<file path="config.mk">
export PLATFORM = sky130hd
export DESIGN_NAME = drift_trim_prescaler
export DESIGN_NICKNAME = d
export VERILOG_FILES = /design/src/rtl/drift_trim_pkg.sv /design/src/rtl/trim_comp_reg.sv /design/src/rtl/trim_hour_detect.sv /design/src/rtl/trim_prescale_cnt.sv /design/src/rtl/drift_trim_prescaler.sv
export SDC_FILE = /design/constraint.sdc
export NUM_CORES = 1
export LEC_CHECK = 0
export BUFFER_PORTS_ARGS = -buffer_cell sky130_fd_sc_hd__buf_2
export CAP_MARGIN = 20
export CORE_UTILIZATION = 40
export DETAILED_ROUTE_END_ITERATION = 8
export MAX_ROUTING_LAYER = met4
export PLACE_DENSITY = 0.67
export SETUP_SLACK_MARGIN = 0.3
export SYNTH_ARGS = -nofsm -noshare
export SYNTH_HDL_FRONTEND = slang
export SYNTH_HIERARCHICAL = 1
export SYNTH_SLANG_ARGS = --single-unit
</file>
<file path="constraint.sdc">
create_clock -name clk_i -period 3.5 [get_ports clk_i]
set_input_delay 0.7 -clock clk_i [delete_from_list [all_inputs] [get_ports clk_i]]
set_output_delay 0.7 -clock clk_i [all_outputs]
set_load 0.05 [all_outputs]
</file>
<file path="src/rtl/drift_trim_pkg.sv">
package drift_trim_pkg;
  localparam int COMP_W = 16;
  localparam logic [COMP_W-1:0] COMP_RESERVED = 16'h7FFF;

  typedef enum logic {
    SEL_LO = 1'b0,
    SEL_HI = 1'b1
  } byte_sel_e;
endpackage

</file>
<file path="src/rtl/trim_comp_reg.sv">
module trim_comp_reg
  import drift_trim_pkg::*;
(
  input  logic                     clk_i,
  input  logic                     rst_ni,
  input  logic                     wr_i,
  input  logic                     sel_i,
  input  logic [7:0]               wdata_i,
  output logic signed [COMP_W-1:0] comp_o
);
  logic [7:0]        lo_q;
  logic [COMP_W-1:0] comp_q;
  logic [COMP_W-1:0] raw;

  assign raw = {wdata_i, lo_q};

  always_ff @(posedge clk_i or negedge rst_ni) begin
    if (!rst_ni) begin
      lo_q   <= '0;
      comp_q <= '0;
    end else if (wr_i) begin
      if (sel_i == SEL_LO) lo_q <= wdata_i;
      else comp_q <= (raw == COMP_RESERVED) ? '0 : raw;
    end
  end

  assign comp_o = $signed(comp_q);

  p_no_reserved_r9: assert property (@(posedge clk_i) disable iff (!rst_ni)
    comp_q != COMP_RESERVED);

  p_lo_no_commit_r8: assert property (@(posedge clk_i) disable iff (!rst_ni)
    (wr_i && sel_i == SEL_LO) |=> $stable(comp_q));
endmodule

</file>
<file path="src/rtl/trim_hour_detect.sv">
module trim_hour_detect #(
  parameter int SEC_W = 6
) (
  input  logic             wrap_i,
  input  logic             en_i,
  input  logic [SEC_W-1:0] sec_i,
  input  logic [SEC_W-1:0] min_i,
  output logic             apply_o
);
  // second 0 of minute 0 is ending: seconds step 0 -> 1
  assign apply_o = wrap_i && en_i && (sec_i == '0) && (min_i == '0);
endmodule

</file>
<file path="src/rtl/trim_prescale_cnt.sv">
module trim_prescale_cnt #(
  parameter int TICKS_PER_SEC = 32768,
  parameter int COMP_W        = 16
) (
  input  logic                     clk_i,
  input  logic                     rst_ni,
  input  logic                     en_i,
  input  logic                     apply_i,
  input  logic signed [COMP_W-1:0] comp_i,
  output logic                     wrap_o,
  output logic                     tick_o
);
  localparam int TW    = $clog2(TICKS_PER_SEC);
  localparam int CNT_W = ((TW > COMP_W) ? TW : COMP_W) + 1;
  localparam logic signed [CNT_W-1:0] TERM = CNT_W'(TICKS_PER_SEC - 1);

  logic signed [CNT_W-1:0] cnt_q;
  logic signed [CNT_W-1:0] start;

  assign wrap_o = en_i && (cnt_q >= TERM);
  assign start  = apply_i ? {{(CNT_W-COMP_W){comp_i[COMP_W-1]}}, comp_i} : '0;

  always_ff @(posedge clk_i or negedge rst_ni) begin
    if (!rst_ni) begin
      cnt_q  <= '0;
      tick_o <= 1'b0;
    end else begin
      tick_o <= wrap_o;
      if (wrap_o)    cnt_q <= start;
      else if (en_i) cnt_q <= cnt_q + 1'b1;
    end
  end

  p_tick_needs_en_r2: assert property (@(posedge clk_i) disable iff (!rst_ni)
    tick_o |-> $past(en_i));

  p_idle_hold_r2: assert property (@(posedge clk_i) disable iff (!rst_ni)
    !en_i |=> ($stable(cnt_q) && !tick_o));

  p_cnt_bound_r5: assert property (@(posedge clk_i) disable iff (!rst_ni)
    (cnt_q <= TERM) || $past(apply_i));

  p_nominal_restart_r10: assert property (@(posedge clk_i) disable iff (!rst_ni)
    (wrap_o && !apply_i) |=> (cnt_q == '0));
endmodule

</file>
<file path="src/rtl/drift_trim_prescaler.sv">
module drift_trim_prescaler
  import drift_trim_pkg::*;
#(
  parameter int TICKS_PER_SEC = 32768,
  parameter int SEC_W         = 6
) (
  input  logic             clk_i,
  input  logic             rst_ni,
  input  logic             tick_en_i,
  input  logic             comp_wr_i,
  input  logic             comp_sel_i,
  input  logic [7:0]       comp_wdata_i,
  input  logic             auto_comp_i,
  input  logic [SEC_W-1:0] sec_i,
  input  logic [SEC_W-1:0] min_i,
  output logic             sec_tick_o
);
  logic signed [COMP_W-1:0] comp;
  logic                     wrap;
  logic                     apply;

  trim_comp_reg u_reg (
    .clk_i   (clk_i),
    .rst_ni  (rst_ni),
    .wr_i    (comp_wr_i),
    .sel_i   (comp_sel_i),
    .wdata_i (comp_wdata_i),
    .comp_o  (comp)
  );

  trim_hour_detect #(.SEC_W(SEC_W)) u_hour (
    .wrap_i  (wrap),
    .en_i    (auto_comp_i),
    .sec_i   (sec_i),
    .min_i   (min_i),
    .apply_o (apply)
  );

  trim_prescale_cnt #(.TICKS_PER_SEC(TICKS_PER_SEC), .COMP_W(COMP_W)) u_cnt (
    .clk_i   (clk_i),
    .rst_ni  (rst_ni),
    .en_i    (tick_en_i),
    .apply_i (apply),
    .comp_i  (comp),
    .wrap_o  (wrap),
    .tick_o  (sec_tick_o)
  );

  p_apply_on_wrap_r6: assert property (@(posedge clk_i) disable iff (!rst_ni)
    apply |-> (wrap && sec_i == '0 && min_i == '0));

  p_tick_follows_wrap_r2: assert property (@(posedge clk_i) disable iff (!rst_ni)
    wrap |=> sec_tick_o);
endmodule

</file>
Yosys cells after proc, flatten, opt, wreduce, memory -nomap -nowiden
Cells that the tools add are included.
Word-level totals
  flip-flop bits (word level): 42
  input port bits: 26
  output and inout port bits: 1
  word-level logic and storage cells: 21
Operators by class
  add/sub/neg operators: 1
  order comparisons: 1
  equality and inequality tests: 1
  muxes and demuxes: 4
  bitwise gates (word level): 1
  reduce and logical (&&, ||, !) cells: 9
Operator list (count)
  17-bit two-way mux: 3
  17-bit by 1-bit adder with 17-bit output (second input constant): 1
  17-bit by 16-bit >= comparator with 1-bit output (second input constant): 1
  16-bit by 15-bit equality test with 1-bit output (second input constant): 1
  16-bit two-way mux: 1
  6-bit logical NOT: 2
  1-bit logical AND: 4
  2-bit AND reduction: 2
  2-bit nonzero test: 1
  1-bit NOT: 1

Depth between registers and ports, before layout
Gate-level depths: netlist (run 1).
  depth in word-level cells: 7
  depth in mapped cells: 10
  gate-level depth less buffers: 9

By module
Netlist (run 1), hierarchy kept.
Modules (own cells, without submodules)
  trim_prescale_cnt: instances 1, cells an instance 132, area each 1197.4 sq um, sequential area each 450.4 sq um
  trim_comp_reg: instances 1, cells an instance 58, area each 932.1 sq um, sequential area each 600.6 sq um
  trim_hour_detect: instances 1, cells an instance 5, area each 38.8 sq um, sequential area each 0.0 sq um

Worst setup path before layout (run 1)
Ideal clock, no wire load.
  path kind: input -> register
  start point: in tick_en_i
  end point: reg u_cnt.cnt_q[9]
  library setup time: 66 ps
  arrival: 2160 ps
  required time: 3434 ps
  slack: 1274 ps
  stages: 8
  buffers on the path: 1
  cells stage by stage: nand2_1 > o31ai_4 > nand2_1 > nor4_2 > buf_2 > and2_1 > and2_1 > a221o_1
On the way
  cells in the longest elaborated chain, start to end: 6
  elaborated cells on any way between the ends: 7
  those cells by class: mux (2); reduce/logical (5)
RTL lines
  start: declaration: RTL line drift_trim_prescaler.sv:9  | input logic tick_en_i,
  1-bit logical AND: RTL line trim_prescale_cnt.sv:20  | assign wrap_o = en_i && (cnt_q >= TERM);
  net wrap: RTL line drift_trim_prescaler.sv:19  | logic wrap;
  1-bit logical AND (3 in series): RTL line trim_hour_detect.sv:11  | assign apply_o = wrap_i && en_i && (sec_i == '0) && (min_i == '0);
  net apply: RTL line drift_trim_prescaler.sv:20  | logic apply;
  17-bit two-way mux: RTL line trim_prescale_cnt.sv:21  | assign start = apply_i ? {{(CNT_W-COMP_W){comp_i[COMP_W-1]}}, comp_i} : '0;
  17-bit two-way mux: RTL line trim_prescale_cnt.sv:29  | if (wrap_o) cnt_q <= start;
  end signal: assignment: RTL line trim_prescale_cnt.sv:29
  end signal: assignment: RTL line trim_prescale_cnt.sv:30  | else if (en_i) cnt_q <= cnt_q + 1'b1;
  end: declaration: RTL line trim_prescale_cnt.sv:17  | logic signed [CNT_W-1:0] cnt_q;
The timed path passes the listed nets, and every way through them passes these cells.
A chain may end at the register's enable or synchronous reset.

Worst setup path after layout (run 1)
  start point: reg u_cnt.cnt_q[0]
  end point: reg u_cnt.cnt_q[9]
On the way
  cells in the longest elaborated chain, start to end: 7
  elaborated cells on any way between the ends: 10
  those cells by class: add/sub (1); order compare (1); mux (3); reduce/logical (5)
RTL lines (RTL line)
  17-bit by 16-bit >= comparator with 1-bit output: trim_prescale_cnt.sv:20
  1-bit logical AND: trim_prescale_cnt.sv:20
  net wrap: drift_trim_prescaler.sv:19
  1-bit logical AND (3 in series): trim_hour_detect.sv:11
  net apply: drift_trim_prescaler.sv:20
  17-bit two-way mux: trim_prescale_cnt.sv:21
  17-bit two-way mux: trim_prescale_cnt.sv:29
The timed path passes the listed nets, and every way through them passes these cells. The select of a mux whose other input is x is not followed.

==> results of run 1 <==
## worst paths after layout
kind,from,to,slack [ns],cells past startpoint
worst max-delay path,u_cnt/cnt_q[0],u_cnt/cnt_q[9],0.85,9
worst min-delay path,u_reg/comp_o[11],u_reg/comp_o[11],0.51,1
worst max register to register,u_cnt/cnt_q[0],u_cnt/cnt_q[9],0.85,9
worst min register to register,u_reg/comp_o[11],u_reg/comp_o[11],0.51,1
max in group asynchronous,rst_ni,u_cnt/cnt_q[11],2.40,1
min in group asynchronous,rst_ni,u_cnt/cnt_q[3],0.53,1
## area by class of cell
| class | count | area, um2 | area share |
|---|---|---|---|
| Clock buffer | 5 | 68.8 | 0.0283 |
| Clock inverter | 3 | 23.8 | 0.00978 |
| Inverter | 9 | 33.8 | 0.0139 |
| Multi-Input combinational cell | 135 | 1020 | 0.420 |
| Sequential cell | 42 | 1050 | 0.433 |
| Tap cell | 70 | 87.6 | 0.0360 |
| Timing Repair Buffer | 28 | 145 | 0.0597 |
## flip-flops by register name (all words and copies together), names as in the netlist
register	cells
u_cnt/cnt_q	17
u_reg/comp_o	16
u_reg/lo_q	8
u_cnt/tick_o	1
## where the power goes
part | internal, uW | total [uW] | switching (uW)
Combinational | 92.9 | 175 | 82.5
Sequential | 560 | 636 | 76.1
Clock | 143 | 321 | 178
Total | 796 | 1130 | 337
## metrics by stage
stage                     instance area [um2]  power [uW]   util
after detailed placement                 2340         824  0.452
after CTS                                2430        1140  0.470
final                                    2430        1130  0.470
after floorplan                          2170         754      -
after global routing                     2430        1200  0.470
after global placement                   2340         818  0.452
## worst max-delay path: cells and delay by family, from the launching register on
kind	cells	cell delay, ns
AO/OA/AOI/OAI	3	0.45
adder cells (fa/ha/maj)	1	0.24
AND/OR/NAND/NOR	5	1.45
flip-flops	1	0.43
## placed cells by master (no fill, tap or decap), drive strengths merged, types with 3 or more instances in the layout
| master | instances |
|---|---|
| clkbuf | 5 |
| dfrtp | 42 |
| o31ai | 3 |
| inv | 9 |
| nor4 | 3 |
| nand3 | 13 |
| or4 | 5 |
| nor2 | 7 |
| and2 | 3 |
| nor3 | 5 |
| nand2 | 13 |
| a22o | 15 |
| and3 | 5 |
| buf | 28 |
| and4 | 5 |
| a21o | 3 |
| a221o | 3 |
| mux2 | 9 |
| o21ai | 9 |
| a21oi | 5 |
## logic make-up after synthesis
kind of cell | count (synthesis) | share of synthesized area
muxes | 10 | 0.0514
and+or+nand+nor | 68 | 0.196
AOI/OAI and AO/OA | 55 | 0.213
DFF | 42 | 0.485
buffers and inverters | 18 | 0.0450
adders and majority gates | 1 | 0.00577
xor gates and xnor gates | 1 | 0.00404
## routing by layer
| metal | track usage | up-vias | routed length, um |
|---|---|---|---|
| li1 | - | 813 | - |
| met1 | 0.258 | 788 | 2260 |
| met2 | 0.295 | 29 | 2120 |
| met3 | 0.0582 | 6 | 143 |
| met4 | 0.0391 | 0 | 47 |
| met5 | - | - | 0 |
==> impl_metrics.toml, run 1 <==
[run_status]
status = "finished clean"

[setup_path]
cp-start-kind = "flop"
cpPeakStageDelay_ns = 0.60
path_max_fanout = 9
crit_arrival_ns = 2.89
crit_required_ns = 3.74
endpoint_kind = "flop"
crit_top_cell = "and2_1"
crit_type = "reg -> reg"
crit_chain = "ha_1, a21oi_1, nand4b_4, o31ai_4, nand2_1, nor4_2, and2_1, and2_1, a221o_1"
slowest_stage = "nor4_2"

[route]
wl_um = 4570
drtIter0Drc = 130
drc = 0
drt.antenna.violating_nets = 0
vias = 1636
viasPerCell = 5.60
routedWlPerCell_um = 15.7
firstDrtPassIters = 4

[grt]
grt_max_degree = 43
grt_pass1_wl_um = 7810
antenna_found_initial = 0
overflow = 0
grt_pass1_vias = 1582
track_usage = 0.194

[logic_synthesis]
post-synth-top-area-cell = "dfrtp_1"
synth-seq-cells = 42
async_reset_ff_frac = 1.00
synth-edff-count = 0
ys.flop_type = "dfrtp_1"
yosysTopAreaCellShare = 0.485
synth.distinct_cells = 53
yosysWarnings = 6
synthTopCellsByArea = "dfrtp_1, a22o_1, mux2_2"
synthesis.area_um2 = 2170
avgSynthCellArea_um2 = 11.1
synth_common_cells = "dfrtp_1, a22o_1, nand3_1"
synth_nets = 222
ys_seq_area_frac = 0.485
netlist_instances = 195
yosysMostFrequentCell = "dfrtp_1"

[power]
power_density_nw_per_um2 = 466
power_leakage_uw = 0.00107
ir_drop_uv = 311

[floorplanning]
die_w_um = 75.6
fp-row-count = 26
ios = 27
fp.dieArea_um2 = 5720
die_y_um = 75.6
coreArea_um2 = 5170
start_util = 0.419

[job]
cap_violations = 0

[clock_network]
clock_path_buffers = 2
tritoncts = "built"
ctsResizeCount = 0
clkLatencyLatePin_ns = 0.30
clkTransAtPathRegs_ns = 0.09
clock_sinks = 42
cts_buffers = 5
htreeDepth = 2
root_buffer = "clkbuf_8"
holdBufCountCts = 0
post-cts-setup-buffers = 0

[worst_hold_path]
hold_path.class = "reg -> reg"

[finish]
final_nets = 248
n_fill_cell = 472
diodes = 0
drive_gt1_frac = 0.248
syn2layout_area_growth_pct = 12.1
layout.cells.non_filler = 292

[timing]
fin_crit_ns = 2.65
tightest_slew_ns = 0.910
fmax_mhz = 377
hold_slack_ns = 0.509
rsz0062_at_grt = "no"
skew_ns = 0.00964
maxSlewViolCount = 0
hold_viol = 0
finalWorstSetupSlack_ns = 0.850
slew_headroom = 0.393
setup_violations = 0
setup-tns-final_ns = 0
fin_crit_sh = 0.757

[placement]
pre_cts_ws_ns = 0.616
hpwl_um = 3470
dp.cells = 284
numPortBuffers = 26
gp_congestion = 0.879
(Power assumes the default switching activity.)
==> run 2, diff against run 1 <==
==> constraint.sdc (replaced) <==
create_clock -name clk_i -period 2.6 [get_ports clk_i]
set_input_delay 0.52 -clock clk_i [delete_from_list [all_inputs] [get_ports clk_i]]
set_output_delay 0.52 -clock clk_i [all_outputs]
set_load 0.05 [all_outputs]
==> run 2 against run 1 <==
  * Count of clock-buffer cells in the layout up 1
  * Critical endpoint is now u_cnt/cnt_q[12]
  * Sequential power up 34%
  * Combinational power up 55%
  * Largest cell class unchanged
  * Die area unchanged
  * Fmax up 26%
  * Routed wire length up 2.4%
  * Design area up 4.9%
==> impl_metrics.toml, run 2 (same netlist as run 1, synthesis figures left out) <==
[run_status]
status = "finished clean"

[placement]
gp_congestion = 0.844
numPortBuffers = 26
pre_cts_ws_ns = 0.309
hpwl_um = 3500
dp.cells = 290
placed_area_um2 = 2380

[grt]
antenna_found_initial = 0
track_usage = 0.195
grt_max_degree = 30
grt_pass1_vias = 1573
overflow = 0
grt_pass1_wl_um = 7880

[timing]
hold_viol = 0
finalWorstSetupSlack_ns = 0.498
fin_crit_ns = 2.10
tightest_slew_ns = 0.692
setup_violations = 0
fmax_mhz = 476
maxSlewViolCount = 0
fin_crit_sh = 0.808
setup-tns-final_ns = 0
skew_ns = 0.00440
rsz0062_at_grt = "no"
slew_headroom = 0.538

[setup_path]
worst-r2r-cell-count = 10
endpoint_kind = "flop"
r2r_start = "u_cnt/cnt_q[1]"
crit_arrival_ns = 2.30
crit_required_ns = 2.80
crit_type = "reg -> reg"
cp-start-kind = "flop"
r2r_slack_ns = 0.50
r2r_end = "u_cnt/cnt_q[12]"
path_max_fanout = 8

[finish]
diodes = 0
final_nets = 260
largest_register_ffs = 17
syn2layout_area_growth_pct = 17.6
layout.cells.non_filler = 304
layout_commonest_cell = "dfrtp_1"
top_register = "u_cnt/cnt_q"
drive_gt1_frac = 0.299
n_fill_cell = 456
mostFrequentLayoutCells = "dfrtp_1, buf_2, a22o_1"
design_area_um2 = 2550

[floorplanning]
fp.dieArea_um2 = 5720
coreArea_um2 = 5170
start_util = 0.419
die_y_um = 75.6
die_w_um = 75.6
ios = 27
fp-row-count = 26

[route]
wl_um = 4680
viasPerCell = 5.60
routedWlPerCell_um = 15.4
firstDrtPassIters = 4
vias = 1703
drt.antenna.violating_nets = 0
drtIter0Drc = 70
drc = 0

[clock_network]
clock_sinks = 42
clkLatencyLatePin_ns = 0.29
holdBufCountCts = 0
tritoncts = "built"
cts_buffers = 5
clock_path_buffers = 2
clkTransAtPathRegs_ns = 0.08
root_buffer = "clkbuf_8"
htreeDepth = 2

[job]
cap_violations = 0

[power]
ir_drop_uv = 378
power_leakage_uw = 0.00114
power_density_nw_per_um2 = 639

[worst_hold_path]
hold_path.class = "in -> async"
==> run 2: cell count changes in the layout (fill, tap and decap cells not counted), sizes merged <==
cell      change
buf          +12
bufinv        +1
clkbuf        +1
clkinvlp      -1
inv           -1
==> run 2: routing by layer <==
layer,share of wire,routed length [um],vias up,GRT usage
li1,-,-,829,-
met1,0.47,2210,820,0.264
met2,0.47,2200,49,0.306
met3,0.051,237,5,0.0331
met4,0.0081,38,0,0.0494
met5,0,0,-,-
==> run 2: where the power goes <==
part	total [uW]	internal, uW	switching (uW)
Clock	504	286	218
Sequential	853	754	98.8
Combinational	271	149	122
==> run 2: what timing repair did <==
item,4_1_cts,5_1_grt
resized for setup,1,4
endpoints found under the hold margin,0,0
pin swaps,0,2
buffers inserted,1,5
setup endpoints to repair,5,12
cloned,0,0
==> run 2: worst max-delay path by stage <==
| stage | cells after the start | slack (ns) | start | end |
|---|---|---|---|---|
| after floorplan | 10 | 0.39 | u_cnt/cnt_q[0] | u_cnt/cnt_q[9] |
| after global placement | 10 | 0.37 | u_cnt/cnt_q[0] | u_cnt/cnt_q[9] |
| after detailed placement | 10 | 0.31 | u_cnt/cnt_q[0] | u_cnt/cnt_q[9] |
| after CTS | 10 | 0.34 | u_cnt/cnt_q[1] | u_cnt/cnt_q[0] |
| after global routing | 10 | 0.31 | u_cnt/cnt_q[1] | u_cnt/cnt_q[7] |
| final | 10 | 0.50 | u_cnt/cnt_q[1] | u_cnt/cnt_q[12] |
==> run 2: cell type report <==
cell class / count / area [um2] / area share
Inverter: 9 / 33.8 / 0.0132
Clock buffer: 6 / 72.6 / 0.0285
Timing Repair Buffer: 40 / 235 / 0.0922
Clock inverter: 2 / 37.5 / 0.0147
Sequential cell: 42 / 1050 / 0.413
Tap cell: 70 / 87.6 / 0.0343
Multi-Input combinational cell: 135 / 1030 / 0.404
==> run 2: critical path, cell delays in order (launching register included) <==
cell      delay [ns]
dfrtp_1         0.39
ha_2            0.22
a21oi_1         0.05
nand4b_4        0.20
o31ai_4         0.28
nand2_1         0.10
nor4_2          0.14
buf_4           0.18
buf_4           0.11
nand2_1         0.07
a311oi_1        0.27
==> run 2: per-stage QoR <==
stage	utilization	hold WS [ns]	total power, uW
floorplan	-	0.224	1020
global placement	0.461	0.342	1110
detailed placement	0.461	0.342	1110
CTS	0.484	0.0226	1630
global route	0.493	0.0230	1720
finish	0.493	0.0325	1630
==> run 3, diff against run 2 <==
--- a/config.mk
+++ b/config.mk
@@ -10,7 +10,7 @@
 export CORE_UTILIZATION = 40
 export DETAILED_ROUTE_END_ITERATION = 8
 export MAX_ROUTING_LAYER = met4
-export PLACE_DENSITY = 0.67
+export PLACE_DENSITY = 0.69
 export SETUP_SLACK_MARGIN = 0.3
 export SYNTH_ARGS = -nofsm -noshare
 export SYNTH_HDL_FRONTEND = slang
==> constraint.sdc (replaced) <==
create_clock -name clk_i -period 1.9 [get_ports clk_i]
set_input_delay 0.38 -clock clk_i [delete_from_list [all_inputs] [get_ports clk_i]]
set_output_delay 0.38 -clock clk_i [all_outputs]
set_load 0.05 [all_outputs]
==> run 3 against run 2 <==
  * The flow now finishes with violations (setup timing)
  * Worst hold slack worse by 0.017 ns
  * Total power up 35%
  * Critical endpoint is now u_cnt/cnt_q[9]
  * Clock skew increased by 0.00062 ns
  * Setup slack got worse by 0.54 ns
  * Register-to-register slack worse by 0.54 ns
  * Clock power increased by 17%
  * Die area is the same
  * Non-clock buffer count is 19 higher
==> impl_metrics.toml, run 3 (same netlist as run 1, synthesis figures left out) <==
[run_status]
status = "complete, but fails checks"
violations = "setup timing"

[placement]
numPortBuffers = 26
hpwl_um = 3820
pre_cts_ws_ns = -0.0793
gp_congestion = 0.903
placed_area_um2 = 2590

[finish]
multi_input_area_um2 = 1060
mostFrequentLayoutCells = "dfrtp_1, buf_4, buf_2"
finish.utilization = 0.524
layout_commonest_cell = "dfrtp_1"
final_nets = 279
largest_register_ffs = 17
drive_gt1_frac = 0.379
regArea_um2 = 1050
n_fill_cell = 458
design_area_um2 = 2710
top_register = "u_cnt/cnt_q"
syn2layout_area_growth_pct = 25.0
diodes = 0

[floorplanning]
fp-row-count = 26
start_util = 0.419
die_w_um = 75.6
fp.dieArea_um2 = 5720
ios = 27
coreArea_um2 = 5170
die_y_um = 75.6

[setup_path]
crit_arrival_ns = 2.19
r2r_start = "u_cnt/cnt_q[14]"
crit_chain = "and4_4, nand4b_4, o31ai_4, nand2_1, nor4_2, buf_4, and2_4, and2_4, a221o_1"
r2r_end = "u_cnt/cnt_q[9]"
crit_type = "reg -> reg"
endpoint_kind = "flop"
cp-start-kind = "flop"
cpPeakStageDelay_ns = 0.39
crit_required_ns = 2.15
slowest_stage = "dfrtp_1"
crit_top_cell = "and2_4"
path_max_fanout = 7
r2r_slack_ns = -0.04
worst-r2r-cell-count = 9

[clock_network]
root_buffer = "clkbuf_8"
htreeDepth = 2
clkLatencyLatePin_ns = 0.30
clkTransAtPathRegs_ns = 0.08
cts_buffers = 5
holdBufCountCts = 0
clock_path_buffers = 2
tritoncts = "built"
clock_sinks = 42

[grt]
grt_pass1_wl_um = 8640
antenna_found_initial = 0
overflow = 0
track_usage = 0.218
grt_pass1_vias = 1736
grt_max_degree = 30

[timing]
hold_viol = 0
fmax_mhz = 515
setup_violations = 7
rsz0062_at_grt = "yes"
slew_headroom = 0.682
setup-tns-final_ns = -0.153
maxSlewViolCount = 0
fin_crit_sh = 1.02
tightest_slew_ns = 0.476
skew_ns = 0.00503
finalWorstSetupSlack_ns = -0.0414
fin_crit_ns = 1.94
hold_slack_ns = 0.0155

[power]
intPower_uw = 1550
seq_power_share = 0.520
power_leakage_uw = 0.00124
swShare = 0.298
power_density_nw_per_um2 = 812
ir_drop_uv = 563
switching_power_uw = 656
clockPowerShare = 0.268
pwr-share-comb = 0.212

[route]
drt.antenna.violating_nets = 0
vias = 1754
routedWlPerCell_um = 15.6
wl_um = 5050
viasPerCell = 5.43
firstDrtPassIters = 4
drtIter0Drc = 121
drc = 0

[job]
cap_violations = 0

[worst_hold_path]
hold_path.class = "in -> async"
## run 3: worst max-delay path by stage
stage	start	end	slack, ns	cells past startpoint
6_report	u_cnt/cnt_q[14]	u_cnt/cnt_q[9]	-0.04	9
5_1_grt	u_cnt/cnt_q[0]	u_cnt/cnt_q[9]	-0.17	10
4_1_cts	u_cnt/cnt_q[0]	u_cnt/cnt_q[9]	-0.04	10
3_5_place_dp	min_i[2]	u_cnt/cnt_q[12]	-0.08	7
3_3_place_gp	min_i[2]	u_cnt/cnt_q[12]	-0.07	7
2_1_floorplan	u_cnt/cnt_q[0]	u_cnt/cnt_q[9]	-0.14	10
## run 3: metal layers
layer  GRT usage  vias up  wire length, um
li1            -      867                -
met1       0.278      822             2250
met2       0.331       50             2440
met3      0.0542       15              257
met4      0.0947        0               99
met5           -        -                0
## run 3: cell type report
class	instances	share of cell area
tap	70	0.0323
clock inverter	2	0.00508
timing repair buffer	59	0.144
inverter	9	0.0125
multi-input combinational	135	0.392
clock buffer	6	0.0268
sequential	42	0.388
## run 3: through the flow
stage,std cells,power [uW]
4_1_cts,323,2210
3_3_place_gp,314,1590
6_report,323,2200
5_1_grt,323,2330
2_1_floorplan,195,1390
3_5_place_dp,314,1610
## run 3: what timing repair did
| item | 4_1_cts | 5_1_grt |
|---|---|---|
| setup buffers | 1 | 0 |
| endpoints found under the setup margin | 17 | 17 |
| resized for setup | 4 | 4 |
| pin swaps | 8 | 3 |
## run 3: power groups by stage
stage,clock (uW),sequential (uW),combinational [uW]
after global placement,0,1160,434
after detailed placement,0,1160,448
final,590,1150,466
after global routing,644,1170,520
after CTS,603,1150,462
after floorplan,0,1150,247
## run 3: critical path: cells and delay by family, from the launching register on
family | cells | cell delay (ns)
and+or+nand+nor | 6 | 0.94
DFF | 1 | 0.39
AOI/OAI and AO/OA | 2 | 0.36
buffers and inverters | 1 | 0.18
